`src/rtl/hilo_macc_unit.sv`:
```
module hilo_macc_unit #(
  parameter int W = 32
) (
  input  logic         clk,
  input  logic         rst_n,
  input  logic         cmd_valid,
  input  logic [2:0]   cmd_op,
  input  logic [W-1:0] rs,
  input  logic [W-1:0] rt,
  output logic [W-1:0] hi_q,
  output logic [W-1:0] lo_q
);
  localparam int AW = 2 * W;
  localparam logic [2:0] OP_MUL  = 3'd0;
  localparam logic [2:0] OP_MADD = 3'd1;
  localparam logic [2:0] OP_MSUB = 3'd2;
  localparam logic [2:0] OP_TOLO = 3'd3;
  localparam logic [2:0] OP_TOHI = 3'd4;

  logic signed [AW-1:0] rs_x, rt_x, prod;
  logic [AW-1:0] acc, acc_nxt;

  assign rs_x = {{W{rs[W-1]}}, rs};
  assign rt_x = {{W{rt[W-1]}}, rt};
  assign prod = rs_x * rt_x;
  assign acc  = {hi_q, lo_q};

  always_comb begin
    acc_nxt = acc;
    if (cmd_valid) begin
      case (cmd_op)
        OP_MUL:  acc_nxt = prod;
        OP_MADD: acc_nxt = acc + prod;
        OP_MSUB: acc_nxt = acc - prod;
        OP_TOLO: acc_nxt = {hi_q, rs};
        OP_TOHI: acc_nxt = {rs, lo_q};
        default: acc_nxt = acc;
      endcase
    end
  end

  always_ff @(posedge clk) begin
    if (!rst_n) begin
      hi_q <= '0;
      lo_q <= '0;
    end else begin
      hi_q <= acc_nxt[AW-1:W];
      lo_q <= acc_nxt[W-1:0];
    end
  end
endmodule

```
`config.mk`:
```
export PLATFORM = sky130hd
export DESIGN_NAME = hilo_macc_unit
export DESIGN_NICKNAME = d
export VERILOG_FILES = /design/src/rtl/hilo_macc_unit.sv
export SDC_FILE = /design/constraint.sdc
export NUM_CORES = 2
export LEC_CHECK = 0
export BUFFER_PORTS_ARGS = -buffer_cell sky130_fd_sc_hd__buf_2
export CAP_MARGIN = 20
export CORE_MARGIN = 3
export CORE_UTILIZATION = 65
export CTS_BUF_LIST = sky130_fd_sc_hd__clkbuf_8
export DETAILED_ROUTE_END_ITERATION = 10
export PLACE_DENSITY = 0.83
export SYNTH_ARGS = -nofsm -noshare
export SYNTH_HDL_FRONTEND = slang
export SYNTH_SLANG_ARGS = --single-unit
```
`constraint.sdc`:
```
create_clock -name clk -period 29.6 [get_ports clk]
set_input_delay 1.48 -clock clk [delete_from_list [all_inputs] [get_ports clk]]
set_output_delay 1.48 -clock clk [all_outputs]
set_load 0.01 [all_outputs]
```
==> parameters.txt <==
Parameter                              Value

Outcome
  Outcome ... complete, no violations

STA
  Post-route setup TNS ... 0 ps
  Upper clock frequency limit ... 75.1 MHz
  Pin slew with the least headroom to its limit ... 1080 ps
  Final setup fails ... 0
  Worst slew slack as a fraction of its limit ... 28.2%
  Final Hold Vio Count ... 0
  Clk_skew ... 11.9 ps
  Final number of max-transition violations ... 0
  Min Clock Period, post-route ... ~13000 ps
  Setup repair after global routing missed its margin ... no
  Post-route fraction of the period consumed by the critical path ... 45.0%

Floorplan
  I/O pins ... 134
  Die area ... 73100 um^2
  Number of core rows ... 96
  Core Box Area ... 68900 um^2
  Horizontal die dimension ... 270 um
  Die Span Y ... 270 um
  Initial core utilization ... 65.9%

Worst hold path
  Min-delay src ... lo_q[15]$_SDFFE_PN0P_
  Endpoint of the worst hold-timing path ... lo_q[15]$_SDFFE_PN0P_
  Tightest Hold Check Type ... flip-flop to flip-flop
  Number of instances on the worst hold path ... 2

Synth
  Synth area leader ... sky130_fd_sc_hd__fa_1
  Sequential fraction of the synthesis area ... 2.82%
  Unique cell type count in the Yosys netlist ... between 100 and 150
  Async set-or-reset flop fraction in the synthesized netlist ... 0%
  Proportion of netlist area held by the largest area contributor ... 47.7%
  Number of enable-type register cells in the synthesized netlist ... 0
  Net count after synthesis ... 6637
  Post-Syn Instances ... about 5200
  Total of flip-flops plus latches after synthesis ... 64
  Primary flip-flop cell chosen by synthesis mapping ... sky130_fd_sc_hd__dfxtp_1
  Dominant cells by area after synthesis ... sky130_fd_sc_hd__fa_1 48%, sky130_fd_sc_hd__inv_1 8.1%, sky130_fd_sc_hd__ha_1 6.8%
  Synth Area per Inst ... 8.68 um^2
  Post-Synthesis Cell Area ... ~45000 um^2
  Yosys Warn Count ... 0

Detailed routing
  Detailed-route via count ... 36700
  Vias/cell ... slightly above 6
  Drt wl/cell ... 21.3 um
  Number of design-rule violations left by the first detailed-router iteration ... 3182
  ANT nets after route ... 0
  Total Wirelength ... 129 mm
  Iteration count of the initial detailed-routing pass ... 6
  DR DRC count ... 0

Clock network
  Number of sinks driven by the clock tree ... 64
  Resized cells post-CTS ... 0
  Clock root buffer master ... sky130_fd_sc_hd__clkbuf_8
  Latest clock arrival within the worst-skew pair ... 390 ps
  Clock slew seen by the registers of the worst setup and hold paths ... 90 ps
  TritonCTS Buffers ... 9
  Number of buffers on the longest clock path ... 2
  H-tree depth ... 3
  Post-CTS Setup Inserts ... 0
  Quantity of hold-fixing buffers added after cts ... 0
  TritonCTS clock tree ... yes

Critical path
  Crit path capture type ... flip-flop
  Library cell appearing most often on the critical path ... sky130_fd_sc_hd__fa_1
  Slowest cell on crit path ... sky130_fd_sc_hd__fa_1
  Number of buffers and inverters on the critical path ... 4
  Crit Path Max Fanout ... 34
  Critical path launch point type ... input pin
  Maximum single-stage delay on the critical path ... 1100 ps
  Data arrival at the endpoint of the critical path ... ~14000 ps
  FF-to-FF Start ... lo_q[0]$_SDFFE_PN0P_
  Worst Setup Path Type ... input pin to flip-flop
  Required time of the worst setup path ... between 20000 and 30000 ps
  Worst path top cell family by delay ... adder cells
  Launching instance or port of the critical path ... rs[31]
  Worst-case register-to-register setup slack ... 24680 ps
  FF-to-FF End ... hi_q[22]$_SDFFE_PN0P_
  Worst-case reg-to-reg path depth ... 17

Finish
  Relative area change from synthesis to final layout ... 2.50%
  Final Net Count ... 6509
  Fraction of final layout cells sized beyond drive strength 1 ... 4.79%
  Commonest non-fill, non-tap cells in the layout ... 1083 x sky130_fd_sc_hd__fa_1, 979 x sky130_fd_sc_hd__inv_1, 739 x sky130_fd_sc_hd__nand2_1, 485 x sky130_fd_sc_hd__and2_1, 248 x sky130_fd_sc_hd__ha_1
  Most common cell after layout, fill and taps aside ... sky130_fd_sc_hd__fa_1
  # fillers ... 5588

Global route
  Total global-route track usage ... 36.4%
  Initial antenna violation count ... 3
  Via count of the first global-routing pass ... 39700
  Total grt overflow ... 0
  Wire length of the first global-routing pass ... 210 mm
  Maximum number of pins on one net before global-route repair ... 60

Run
  Max Cap Viol ... 0

Placement
  Number of buffers inserted by port buffering ... roughly 130
  Total half-perimeter wirelength after legalization and detailed placement ... 102 mm
  RePlAce Congestion ... 0.989
## state kept, by name (all words and copies together), names as in the netlist
register / cells
hi_q: 32
lo_q: 32
## worst reg2reg max path: stages, from the launching register on
cell	delay, ps
sky130_fd_sc_hd__dfxtp_1	380
sky130_fd_sc_hd__inv_1	80
sky130_fd_sc_hd__ha_1	170
sky130_fd_sc_hd__inv_1	60
sky130_fd_sc_hd__fa_1	420
sky130_fd_sc_hd__a21o_1	190
sky130_fd_sc_hd__a21o_1	200
sky130_fd_sc_hd__a2111oi_0	520
sky130_fd_sc_hd__o21ai_0	390
sky130_fd_sc_hd__a32oi_1	460
sky130_fd_sc_hd__a21oi_1	160
sky130_fd_sc_hd__o21ai_0	290
sky130_fd_sc_hd__a31oi_1	180
sky130_fd_sc_hd__a211oi_1	480
sky130_fd_sc_hd__a311oi_1	200
sky130_fd_sc_hd__a311oi_1	310
sky130_fd_sc_hd__mux2i_1	210
sky130_fd_sc_hd__o21ai_0	90
## per-stage QoR
stage	util [%]	instances	hold WS, ps	setup WS, ps	area [um^2]
2_1_floorplan	-	5236	492	17820	45400
3_3_place_gp	67.3	6027	474	16240	46400
3_5_place_dp	67.3	6027	474	16090	46400
4_1_cts	67.5	6043	487	16450	46500
5_1_grt	67.5	6044	519	15520	46600
6_report	67.5	6048	488	16280	46600
## final cells by class
| cell class | instances | area, um^2 | area share, % |
|---|---|---|---|
| Clock buffer | 9 | 124 | 0.266 |
| Multi-Input combinational cell | 3884 | 39300 | 84.5 |
| Clock inverter | 7 | 47.5 | 0.102 |
| Antenna cell | 4 | 10.0 | 0.0215 |
| Timing Repair Buffer | 168 | 928 | 1.99 |
| Tap cell | 931 | 1160 | 2.50 |
| Inverter | 981 | 3680 | 7.91 |
| Sequential cell | 64 | 1280 | 2.75 |
## how the worst max path moves through the flow
stage                                 end  slack, ps  depth (start not counted)
floorplan           hi_q[29]$_SDFFE_PN0P_      17820                         43
global placement    hi_q[31]$_SDFFE_PN0P_      16240                         35
detailed placement  hi_q[29]$_SDFFE_PN0P_      16090                         40
CTS                 hi_q[29]$_SDFFE_PN0P_      16450                         40
global route        hi_q[29]$_SDFFE_PN0P_      15520                         40
finish              hi_q[31]$_SDFFE_PN0P_      16280                         35
## layer usage
layer  vias up  global-route usage [%]  share of wire [%]
li1      15800                       -                  -
met3       486                    5.98                8.6
met2      1886                    62.2                 49
met4         2                    19.4                6.2
met5         -                       0              0.011
met1     18500                    44.4                 36
## cells in the mapped netlist, types with 22 or more instances
cell and instances:
sky130_fd_sc_hd__dfxtp_1 64, sky130_fd_sc_hd__nor2_1 164, sky130_fd_sc_hd__a211oi_1 29, sky130_fd_sc_hd__o21ai_1 23, sky130_fd_sc_hd__inv_1 979, sky130_fd_sc_hd__nor3_1 35, sky130_fd_sc_hd__nand2b_1 32, sky130_fd_sc_hd__ha_1 248
sky130_fd_sc_hd__and2_1 485, sky130_fd_sc_hd__fa_1 1083, sky130_fd_sc_hd__o21a_1 22, sky130_fd_sc_hd__o21bai_1 24, sky130_fd_sc_hd__o211ai_1 25, sky130_fd_sc_hd__a21o_1 63, sky130_fd_sc_hd__nand3_1 47, sky130_fd_sc_hd__xor2_1 64
sky130_fd_sc_hd__a31oi_1 28, sky130_fd_sc_hd__a221oi_1 28, sky130_fd_sc_hd__xnor2_1 116, sky130_fd_sc_hd__nand2_1 739, sky130_fd_sc_hd__clkbuf_1 292, sky130_fd_sc_hd__o21ai_0 134, sky130_fd_sc_hd__nand4_1 39, sky130_fd_sc_hd__a21oi_1 204
sky130_fd_sc_hd__and3_1 23
## cell families (layout without fill, tap and decap cells)
group           count (synthesis)  count (layout)  synth area share [%]
compound gates                706             706                  10.2
xor+xnor                      180             180                  3.47
fa+ha+maj                    1331            1331                  54.6
buf+inv                      1288            1165                  10.7
flops                          64              64                  2.82
mux                            11              11                 0.248
other cells                     0               4                     0
simple gates                 1656            1656                  18.0
Power is not shown: default switching activity piles up to over one toggle a cycle in this logic, so the estimate is an artifact.
